$ cat config.mk
export PLATFORM = sky130hd
export DESIGN_NAME = uart_rx_fifo
export DESIGN_NICKNAME = d
export VERILOG_FILES = /design/src/rtl/uart_rx_fifo.sv
export SDC_FILE = /design/constraint.sdc
export NUM_CORES = 1
export LEC_CHECK = 0
export BUFFER_PORTS_ARGS = -buffer_cell sky130_fd_sc_hd__buf_2
export CAP_MARGIN = 15
export CORE_ASPECT_RATIO = 1.4
export CORE_MARGIN = 1
export CORE_UTILIZATION = 32
export CTS_CLUSTER_DIAMETER = 50
export DETAILED_ROUTE_END_ITERATION = 12
export REMOVE_ABC_BUFFERS = 1
export SLEW_MARGIN = 15
export SYNTH_ARGS = -nofsm -noshare
export SYNTH_HDL_FRONTEND = slang
export SYNTH_SLANG_ARGS = --single-unit
export TNS_END_PERCENT = 5
$ cat constraint.sdc
create_clock -name clk -period 2.2 [get_ports clk]
set_input_delay 0.11 -clock clk [delete_from_list [all_inputs] [get_ports clk]]
set_output_delay 0.11 -clock clk [all_outputs]
set_load 0.02 [all_outputs]
$ cat src/rtl/uart_rx_fifo.sv
module uart_rx_fifo #(
  parameter int OSR = 16
) (
  input  logic       clk,
  input  logic       rst_n,
  input  logic       baud_tick,
  input  logic       rxd,
  input  logic [2:0] cfg_bits,
  input  logic [1:0] cfg_par,
  input  logic       rd_pop,
  output logic       rx_ready,
  output logic [7:0] rd_data,
  output logic       rd_bit8,
  output logic       rd_ferr,
  output logic       rd_perr,
  output logic       rd_ovr
);
  localparam int CW = $clog2(OSR + 1);
  localparam logic [CW-1:0] S_END = CW'(OSR);
  localparam logic [CW-1:0] S_A   = CW'(OSR / 2);
  localparam logic [CW-1:0] S_B   = CW'(OSR / 2 + 1);
  localparam logic [CW-1:0] S_C   = CW'(OSR / 2 + 2);

  typedef enum logic [2:0] {IDLE, START, DATA, PAR, STOP} st_t;

  st_t         st;
  logic [1:0]  sync;
  logic [CW-1:0] smp;
  logic [1:0]  vote;
  logic [3:0]  nbit;
  logic [8:0]  sh;
  logic        pbit;
  logic        hold_v, ovr_pend;
  logic [11:0] hold;
  logic [11:0] mem [2];
  logic        wp, rp;
  logic [1:0]  cnt;

  wire         rx_s   = sync[1];
  wire [CW-1:0] smp_n = smp + 1'b1;
  wire         decide = baud_tick && (st != IDLE) && (smp_n == S_C);
  wire         maj    = (vote[1] & vote[0]) | (vote[1] & rx_s) | (vote[0] & rx_s);
  wire [3:0]   nb     = (cfg_bits > 3'd4) ? 4'd9 : {1'b0, cfg_bits} + 4'd5;
  wire [8:0]   dj     = sh >> (4'd9 - nb);
  wire         perr   = cfg_par[1] && ((^dj ^ pbit) != cfg_par[0]);
  wire         start_ok = decide && (st == START) && !maj;
  wire         done   = decide && (st == STOP);
  wire         pop    = rd_pop && (cnt != 2'd0);
  wire         xfer   = hold_v && ((cnt != 2'd2) || pop);
  wire         lost   = start_ok && hold_v && !xfer;

  always_ff @(posedge clk or negedge rst_n)
    if (!rst_n) sync <= 2'b11;
    else        sync <= {sync[0], rxd};

  always_ff @(posedge clk or negedge rst_n) begin
    if (!rst_n) begin
      st <= IDLE; smp <= '0; vote <= '0; nbit <= '0; sh <= '0; pbit <= 1'b0;
    end else if (baud_tick) begin
      if (st == IDLE) begin
        if (!rx_s) begin
          st  <= START;
          smp <= CW'(1);
        end
      end else begin
        smp <= (smp_n == S_END) ? '0 : smp_n;
        if (smp_n == S_A || smp_n == S_B) vote <= {vote[0], rx_s};
        if (decide) begin
          case (st)
            START: begin
              nbit <= '0;
              if (maj) st <= IDLE;
            end
            DATA: begin
              sh   <= {maj, sh[8:1]};
              nbit <= nbit + 4'd1;
            end
            PAR:  pbit <= maj;
            STOP: st <= IDLE;
            default: st <= IDLE;
          endcase
        end
        if (smp_n == S_END) begin
          case (st)
            START: st <= DATA;
            DATA:  if (nbit == nb) st <= cfg_par[1] ? PAR : STOP;
            PAR:   st <= STOP;
            default: ;
          endcase
        end
      end
    end
  end

  always_ff @(posedge clk or negedge rst_n) begin
    if (!rst_n) begin
      hold_v <= 1'b0; ovr_pend <= 1'b0; hold <= '0;
    end else begin
      if (done) begin
        hold     <= {ovr_pend, perr, !maj, dj};
        ovr_pend <= 1'b0;
        hold_v   <= 1'b1;
      end else if (lost) begin
        ovr_pend <= 1'b1;
        hold_v   <= 1'b0;
      end else if (xfer) begin
        hold_v   <= 1'b0;
      end
    end
  end

  always_ff @(posedge clk or negedge rst_n) begin
    if (!rst_n) begin
      mem[0] <= '0; mem[1] <= '0; wp <= 1'b0; rp <= 1'b0; cnt <= '0;
    end else begin
      if (xfer) begin
        mem[wp] <= hold;
        wp      <= ~wp;
      end
      if (pop) rp <= ~rp;
      cnt <= cnt + {1'b0, xfer} - {1'b0, pop};
    end
  end

  assign rx_ready = (cnt != 2'd0);
  assign rd_data  = mem[rp][7:0];
  assign rd_bit8  = mem[rp][8];
  assign rd_ferr  = mem[rp][9];
  assign rd_perr  = mem[rp][10];
  assign rd_ovr   = mem[rp][11];
endmodule

==> results of run 1 <==
## final cells by class
type	count	share of cell area [%]
clock inverter	2	0.200
clock buffer	13	5.21
sequential	68	34.1
multi-input combinational	277	42.7
tap	147	3.68
timing repair buffer	87	12.9
inverter	16	1.20
## worst max-delay path: stages, from the launching register on
cell and delay (ps):
dfrtp_2 420, nand2_1 80, buf_4 150, nor2_2 90, a21oi_2 50, nor2_2 160
xnor2_1 140, xnor3_2 430, xnor3_1 350, o31ai_2 170
## what timing repair did
action                                  CTS  global route
endpoints found under the setup margin   15            17
hold endpoints to repair                 22             0
buffers inserted                          1             3
pin swaps                                 1            10
hold buffers                              2             0
gates resized for setup                   9            18
## how the worst max path moves through the flow
stage	from	endpoint	slack [ps]	depth (start not counted)
after CTS	sh[7]$_DFFE_PN0P_	hold[10]$_DFFE_PN0P_	3	8
final	sh[8]$_DFFE_PN0P_	hold[10]$_DFFE_PN0P_	50	9
after global placement	cfg_bits[0]	hold[10]$_DFFE_PN0P_	-350	12
after global routing	sh[7]$_DFFE_PN0P_	hold[10]$_DFFE_PN0P_	-60	8
after floorplan	cfg_bits[0]	hold[10]$_DFFE_PN0P_	-260	8
after detailed placement	cfg_bits[0]	hold[10]$_DFFE_PN0P_	-360	12
## cell families (layout without fill, tap and decap cells)
logic type                 count (synthesis)  in the layout
AOI/OAI and AO/OA                         79             79
muxes                                     59             59
xor gates and xnor gates                  13             13
and+or+nand+nor                          117            117
DFF                                       68             68
adders and majority gates                  9              9
buffers and inverters                     32            118
## power groups by stage
stage / Combinational, mW / Sequential (mW) / Clock, mW
after global routing: 0.803 / 1.37 / 1.39
after detailed placement: 0.678 / 1.38 / 0
after floorplan: 0.379 / 1.39 / 0
after global placement: 0.669 / 1.38 / 0
final: 0.731 / 1.37 / 1.32
after CTS: 0.700 / 1.36 / 1.34
## state kept, by name, indices dropped and copies added, names as in the netlist, 3 cells and up
register and count:
nbit 4, mem 24, sh 9, smp 5, st 3, hold 12
## layout by cell type (no fill, tap or decap), types with 3 or more instances in the layout
| cell | Yosys | final |
|---|---|---|
| nor2_2 | 0 | 4 |
| mux2i_1 | 6 | 6 |
| ha_1 | 8 | 5 |
| buf_2 | 3 | 22 |
| o21ai_0 | 26 | 23 |
| and2_1 | 5 | 4 |
| inv_1 | 14 | 14 |
| clkbuf_16 | 0 | 9 |
| a21oi_1 | 12 | 11 |
| nand2_1 | 44 | 44 |
| a22o_1 | 3 | 3 |
| buf_12 | 0 | 3 |
| nand2b_1 | 8 | 7 |
| nor2_1 | 20 | 16 |
| mux2_2 | 51 | 49 |
| nand3_1 | 17 | 17 |
| a21o_1 | 3 | 3 |
| xor2_1 | 3 | 3 |
| dfrtp_1 | 66 | 64 |
| a31oi_1 | 6 | 6 |
| xnor2_1 | 8 | 8 |
| buf_4 | 1 | 59 |
| o21ai_1 | 2 | 5 |
| nor3_2 | 0 | 3 |
| nor2b_1 | 4 | 4 |
## stage by stage
stage	utilization, %	TNS (ps)	power (mW)
6_report	42.1	0	3.41
5_1_grt	42.1	-483	3.57
4_1_cts	41.3	0	3.41
3_5_place_dp	38.5	-1120	2.06
3_3_place_gp	38.5	-636	2.05
2_1_floorplan	-	-778	1.77
## cells in the mapped netlist (all sizes together), types with 8 or more instances
cell / number
nand2: 45
a21oi: 15
ha: 8
buf: 10
nand3: 17
dfrtp: 66
xnor2: 8
o21ai: 30
mux2: 53
nor2: 20
nand2b: 9
inv: 16
## routing by layer
layer / vias to the layer above / track usage [%]
li1: 1501 / -
met3: 11 / 3.16
met4: 0 / 6.22
met1: 1467 / 18.4
met5: - / 0
met2: 54 / 25.9
==> metrics.yaml, run 1 <==
pwr:
  power.density_nw_per_um2: 683
  power_frac_comb_pct: 21.4
  peakVddDrop_v: 0.000285
  power.internal_mw: 2.48
  swShare_pct: 27.4
  p_sw_uw: 936
  p_leak_nw: 2.42
  pwr-share-clk_pct: 38.6
  seqPwrFrac_pct: 40.0
logic_synthesis:
  ys_seq_elements: 68
  synth_compound_area_share_pct: 14.1
  synth_fa_ha_area_share_pct: 2.81
  synth_flop_cell: "dfrtp_1"
  synth_top_family_by_area: "multiplexers"
  synthTopCellsByArea: "dfrtp_1 (42%), mux2_2 (15%), nand2_1 (4.2%)"
  synth_area_leader_cell: "dfrtp_1"
  synth_area_um2: 3920
  async_flop_share_pct: 100
  synthCells: 377
  avgSynthCellArea_um2: 10.4
  synthSimpleGateAreaFrac_pct: 14.8
  ys_types: 65
  synth_edf_count: 0
  yosys_warnings: 0
  seq_area_frac_synth_pct: 43.5
  synth_mux_area_share_pct: 16.8
  post-synth-top-area-fraction_pct: 42.2
  synth-xor-area-share_pct: 3.64
grt:
  grtUsageTotal_pct: 15.2
  grt_pass1_wl_um: 15000
  grt_pass1_vias: 3175
  antenna_found_initial: 0
  overflow: 0
  grt_max_degree: 48
worst_setup_path:
  critPathMaxFanout: 6
  rr_worst_depth: 9
  rrSetupSlack_ps: 50
  worstSetupStartpointType: "register"
  end_kind: "register"
  reg2reg_from: "sh[8]$_DFFE_PN0P_"
  cp.arrival_ps: 2390
  crit_required_ps: 2440
  crit_type: "reg -> reg"
  r2r_end: "hold[10]$_DFFE_PN0P_"
timing:
  fmax_ghz: 0.466
  skew_ps: 4.67
  slew_headroom_pct: 55.7
  whs_ps: 108
  worst_pin_slew_ps: 662
  setup_viol: 0
  setup_slack_ps: 53.4
  layout_min_cycle_time_ps: 2150
  finalHoldViolCount: 0
  drv_slew: 0
  rsz0062_at_grt: "true"
  finalCritPeriodShare_pct: 97.6
cells_and_area:
  finalNonFillerCells: 610
  antennaDiodeCount: 0
  drive_above_1_share_pct: 41.5
  area_delta_synth_final_pct: 27.7
  stdcell_area_um2: 5000
  fill_cells: 1149
  multi_input_area_um2: 2130
  layout.area.seq_um2: 1710
  fin_nets: 477
clocking:
  clk_pin_slew_ps: 50
  cts_tree: "yes"
  cts_made_buffers: 9
  cts_max_level: 3
  max-clock-path-buffers: 2
  cts.sinks: 68
  clock_latency_ps: 330
  root_buffer: "clkbuf_16"
min_path:
  worstHoldStart: "baud_tick"
  min_path_type: "in -> reg"
  hold_path_end: "st[1]$_DFFE_PN0P_"
  hold_path_depth: 3
die:
  die_w_um: 95.5
  start_util_pct: 33.0
  die_area_um2: 12700
  core_um2: 11900
  io_pins: 23
  die_h_um: 133
  num_rows: 47
drt:
  top_layer: "met4"
  postRouteAntennaNets: 0
  wl_met2_um: 4520
  route.met3.wl_um: 236
  via_count: 3033
  wl_met1_um: 3880
  routed_wl_um: 8760
  drc: 0
  wire_per_inst_um: 14.4
  via_per_inst: 4.97
  drt_first_pass_iters: 4
  drt-initial-drc-count: 108
job:
  drv_cap: 0
place:
  pre_cts_ws_ps: -357
  place_area_um2: 4570
  dp_cells: 588
  hpwl_um: 6470
  place_congestion: 0.862
  portBuffers: 22
run_status:
  status: "complete, no violations"
(Power assumes the default switching activity.)
==> run 2, diff against run 1 <==
Settings changed: PLACE_DENSITY set to 0.58.
==> run 2 against run 1 <==
  * Clock skew is 1.7 ps higher
  * Critical path type unchanged
  * Highest routed layer unchanged
  * Flip-flop and latch count stayed put
  * Non-clock buffer count down 1
  * Register-to-register slack barely moved
  * Clock power up 27%
  * Largest cell class unchanged
  * Sequential power about the same
  * Routed wire length grew 1.5%
  * Worst hold slack worse by 3.9 ps
  * Sequential share of layout area shrank 0.99 points
==> metrics.yaml, run 2 (same netlist as run 1, synthesis figures left out) <==
cells_and_area:
  area_delta_synth_final_pct: 31.4
  final_cell_mix: "dfrtp_1 (65), buf_4 (56), mux2_2 (50)"
  final_common_cell: "dfrtp_1"
  drive_above_1_share_pct: 43.4
  stdcell_area_um2: 5140
  utilization_pct: 43.3
  regMostFlops: "mem"
  fill_cells: 1142
  fin_nets: 476
  antennaDiodeCount: 0
  largest_reg_flops: 24
  largestRegisters: "mem x24, hold x12, sh x9"
worst_setup_path:
  cp_slowest_stage_delay_ps: 450
  crit_required_ps: 2440
  worstSetupStartpointType: "register"
  cp.arrival_ps: 2400
  critPathMaxFanout: 3
  end_kind: "register"
  cp_slowest_cell: "xnor3_2"
  cp_cell_sequence: "nand2_2 > buf_6 > nor2_4 > a21oi_2 > nor2_2 > xnor2_1 > xnor3_2 > xnor3_1 > o31ai_2"
  crit_type: "reg -> reg"
clocking:
  clk_pin_slew_ps: 60
  root_buffer: "clkbuf_16"
  cts_made_buffers: 9
  cts_max_level: 3
  max-clock-path-buffers: 2
  cts_tree: "yes"
  clock_latency_ps: 330
  cts.sinks: 68
grt:
  grt_max_degree: 69
  grt_pass1_vias: 3020
  grt_pass1_wl_um: 14600
  overflow: 0
  grtUsageTotal_pct: 14.7
  antenna_found_initial: 0
pwr:
  peakVddDrop_v: 0.000269
  p_leak_nw: 2.47
  power.density_nw_per_um2: 737
place:
  hpwl_um: 6320
  place_congestion: 0.912
  portBuffers: 22
  place_area_um2: 4540
die:
  io_pins: 23
  die_h_um: 133
  die_area_um2: 12700
  num_rows: 47
  die_w_um: 95.5
  start_util_pct: 33.0
  core_um2: 11900
drt:
  drc: 0
  via_per_inst: 5.04
  drt-initial-drc-count: 97
  drt_first_pass_iters: 5
  wire_per_inst_um: 14.6
  postRouteAntennaNets: 0
  routed_wl_um: 8900
  via_count: 3077
timing:
  worst_pin_slew_ps: 1060
  finalHoldViolCount: 0
  rsz0062_at_grt: "true"
  whs_ps: 104
  skew_ps: 6.38
  slew_headroom_pct: 29.0
  layout_min_cycle_time_ps: 2150
  finalCritPeriodShare_pct: 98.0
  setup_viol: 0
  drv_slew: 0
  fmax_ghz: 0.464
run_status:
  status: "complete, no violations"
min_path:
  min_path_type: "in -> reg"
job:
  drv_cap: 0
## run 2: routing by layer
layer	global-route usage, %	vias to the layer above	routed length (um)
li1	-	1501	-
met1	18.4	1513	3890
met2	25.0	49	4570
met3	2.47	14	245
met4	5.47	0	188
met5	0	-	0
## run 2: through the flow
| stage | std cells | TNS [ps] | power [mW] | setup slack (ps) |
|---|---|---|---|---|
| after floorplan | 361 | -778 | 1.77 | -258 |
| after global placement | 584 | -594 | 2.05 | -388 |
| after detailed placement | 584 | -728 | 2.06 | -373 |
| after CTS | 602 | 0 | 3.75 | 35.2 |
| after global routing | 610 | -60.6 | 3.95 | -60.6 |
| final | 610 | 0 | 3.79 | 45.0 |
## run 2: cell type report
class | instances | area (um2) | area share (%)
Multi-Input combinational cell | 277 | 2180 | 42.4
Clock buffer | 9 | 225 | 4.38
Timing Repair Buffer | 86 | 664 | 12.9
Tap cell | 147 | 184 | 3.57
Clock inverter | 7 | 121 | 2.36
Inverter | 16 | 65.1 | 1.26
Sequential cell | 68 | 1710 | 33.1
## run 2: final timing paths
kind                                   start                    to  slack (ps)  cells after the start
max in group asynchronous              rst_n     sync[1]$_DFF_PN1_        1530                      3
max reg2reg                sh[8]$_DFFE_PN0P_  hold[10]$_DFFE_PN0P_          50                      9
min                                   rd_pop    hold_v$_DFFE_PN0P_         100                      4
min in group asynchronous              rst_n     sh[6]$_DFFE_PN0P_         320                      3
min reg2reg                sync[0]$_DFF_PN1_     sync[1]$_DFF_PN1_         360                      0
max                        sh[8]$_DFFE_PN0P_  hold[10]$_DFFE_PN0P_          50                      9
## run 2: where the power goes
group	internal, mW	total, mW	switching (mW)
sequential	1.31	1.37	0.0571
combinational	0.365	0.761	0.396
clock	1.11	1.67	0.552
## run 2: what timing repair did
action                                  in CTS  in global routing
pin swaps                                    0                 19
endpoints found under the setup margin      11                 16
endpoints found under the hold margin       67                  0
hold buffers                                 2                  0
buffers inserted                             0                  8
resized for setup                            3                 42
## run 2: critical path, delay by kind of cell, from the launching register on
family | cells | cell delay (ps)
buffers and inverters | 1 | 110
flip-flops | 1 | 440
AND/OR/NAND/NOR | 3 | 200
AO/OA/AOI/OAI | 2 | 360
XOR/XNOR | 3 | 970
==> run 3, diff against run 2 <==
Settings changed: ABC_AREA set to 1.
==> run 3 against run 2 <==
  * Flip-flop and latch count unchanged
  * Clock power fell by 17%
  * Register-to-register slack improved by 80 ps
==> metrics.yaml, run 3 <==
run_status:
  status: "complete, no violations"
worst_setup_path:
  end_kind: "register"
  cp-startpoint: "smp[0]$_DFFE_PN0P_"
  endpoint: "st[0]$_DFFE_PN0P_"
  reg2reg_from: "smp[0]$_DFFE_PN0P_"
  worstSetupStartpointType: "register"
  crit_type: "reg -> reg"
  r2r_end: "st[0]$_DFFE_PN0P_"
  rrSetupSlack_ps: 130
  cp.arrival_ps: 2290
  critPathMaxFanout: 4
  rr_worst_depth: 11
  crit_required_ps: 2420
pwr:
  p_sw_mw: 1.30
  power.internal_mw: 2.65
  power_frac_comb_pct: 26.2
  seqPwrFrac_pct: 38.6
  power.density_nw_per_um2: 891
  peakVddDrop_v: 0.000285
  pwr-share-clk_pct: 35.1
  p_leak_nw: 2.22
  swShare_pct: 32.9
cells_and_area:
  final_common_cell: "nand2_1"
  stdcell_area_um2: 4440
  fill_cells: 1144
  final_cell_mix: "nand2_1 (165), dfrtp_1 (66), inv_1 (63)"
  utilization_pct: 38.8
  drive_above_1_share_pct: 13.4
  largest_reg_flops: 24
  area_delta_synth_final_pct: 17.2
  antennaDiodeCount: 0
  fin_nets: 559
  regMostFlops: "mem"
  largestRegisters: "mem x24, hold x12, sh x9"
die:
  die_w_um: 93.9
  io_pins: 23
  core_um2: 11500
  start_util_pct: 33.1
  die_h_um: 131
  num_rows: 46
  die_area_um2: 12300
timing:
  setup_viol: 0
  setup_slack_ps: 129
  fmax_ghz: 0.483
  layout_min_cycle_time_ps: 2070
  rsz0062_at_grt: "true"
  finalHoldViolCount: 0
  finalCritPeriodShare_pct: 94.1
  slew_headroom_pct: 71.7
  drv_slew: 0
  worst_pin_slew_ps: 424
  tns_ps: 0
  skew_ps: 5.58
logic_synthesis:
  synth_fa_ha_area_share_pct: 2.64
  synthSimpleGateAreaFrac_pct: 29.8
  ys_types: 35
  synthCells: 508
  synth_mux_area_share_pct: 0
  synth_flop_cell: "dfrtp_1"
  seq_area_frac_synth_pct: 45.0
  synthTopCellsByArea: "dfrtp_1 (44%), nand2_1 (16%), o21ai_0 (7.4%)"
  yosys_warnings: 0
  synth_area_um2: 3790
  synth_compound_area_share_pct: 11.3
  synth-xor-area-share_pct: 2.78
  synthMostInstantiatedCell: "nand2_1"
  synth_area_leader_cell: "dfrtp_1"
  async_flop_share_pct: 100
  post-synth-top-area-fraction_pct: 43.6
  synth_top_family_by_area: "simple AND/OR/NAND/NOR gates"
  synth_common_cells: "nand2_1 (165), dfrtp_1 (66), inv_1 (64)"
  ys_seq_elements: 68
  avgSynthCellArea_um2: 7.46
  synth_edf_count: 0
clocking:
  max-clock-path-buffers: 2
  clk_pin_slew_ps: 50
  cts_max_level: 3
  root_buffer: "clkbuf_16"
  clock_latency_ps: 330
  cts_made_buffers: 9
  cts.sinks: 68
  cts_tree: "yes"
grt:
  grt_max_degree: 69
  grtUsageTotal_pct: 14.7
  overflow: 0
  grt_pass1_vias: 3132
  antenna_found_initial: 0
  grt_pass1_wl_um: 14100
place:
  place_congestion: 0.870
  portBuffers: 22
  pre_cts_ws_ps: 35.8
  hpwl_um: 6020
  place_area_um2: 4090
drt:
  via_count: 3287
  routed_wl_um: 8120
  wire_per_inst_um: 11.8
  via_per_inst: 4.76
  drt_first_pass_iters: 4
  drt-initial-drc-count: 136
  postRouteAntennaNets: 0
  drc: 0
job:
  drv_cap: 0
min_path:
  min_path_type: "in -> reg"
run 3: cell count changes after synthesis, sizes merged, moves of 9 or more:
cell / change
nand2: +129
mux2: -53
inv: +50
nand3: +34
o21ai: +34
nand2b: -9
run 3: power groups by stage:
| stage | clock, mW | sequential (mW) | combinational [mW] |
|---|---|---|---|
| 3_3_place_gp | 0 | 1.54 | 1.01 |
| 2_1_floorplan | 0 | 1.54 | 0.730 |
| 3_5_place_dp | 0 | 1.55 | 1.04 |
| 6_report | 1.39 | 1.53 | 1.04 |
| 4_1_cts | 1.43 | 1.53 | 1.05 |
| 5_1_grt | 1.49 | 1.55 | 1.19 |
run 3: worst min-delay path by stage:
stage,start,end,depth (start not counted)
floorplan,rst_n,cnt[0]$_DFF_PN0_,0
global placement,rst_n,cnt[1]$_DFF_PN0_,2
detailed placement,rst_n,cnt[1]$_DFF_PN0_,2
CTS,rd_pop,rp$_DFFE_PN0P_,3
global route,rd_pop,rp$_DFFE_PN0P_,3
finish,rd_pop,rp$_DFFE_PN0P_,3
run 3: cell type report:
class,count,area [um2],share of cell area [%]
Clock buffer,13,240,5.41
Timing Repair Buffer,36,248,5.58
Multi-Input combinational cell,360,1780,40.0
Inverter,66,251,5.67
Sequential cell,68,1700,38.4
Clock inverter,3,40.0,0.902
Tap cell,144,180,4.06
run 3: logic make-up (layout without fill, tap and decap cells):
kind of cell | after synthesis | in the layout
DFF | 68 | 68
AOI/OAI and AO/OA | 79 | 79
adders and majority gates | 8 | 8
buffers and inverters | 80 | 118
and+or+nand+nor | 261 | 261
xor gates and xnor gates | 12 | 12
run 3: per-layer routing:
metal / GRT usage, % / vias to the layer above / share of wire (%)
met5: 0 / - / 0
met3: 2.03 / 24 / 1.9
li1: - / 1686 / -
met1: 15.9 / 1522 / 43
met4: 9.50 / 0 / 3.5
met2: 26.7 / 55 / 51
run 3: per-stage QoR:
stage | power, mW | std cells | hold WS [ps]
after floorplan | 2.27 | 494 | -186
after global placement | 2.55 | 670 | 159
after detailed placement | 2.59 | 670 | 162
after CTS | 4.00 | 689 | 105
after global routing | 4.23 | 690 | 118
final | 3.96 | 690 | 112
run 3: worst max-delay path: stages, from the launching register on:
cell      delay, ps
dfrtp_1         390
ha_1            230
nand2_1          80
nor2_1          160
xor2_2          280
nand2_1         180
a21oi_2         180
o21ai_1         120
o211ai_1        100
nand2_1          70
o22ai_1         110
inv_1            50
run 3: timing repair:
action,in CTS,in global routing
resized for setup,0,4
setup endpoints to repair,0,11
setup buffers,0,1
hold buffers,3,0
endpoints found under the hold margin,68,0
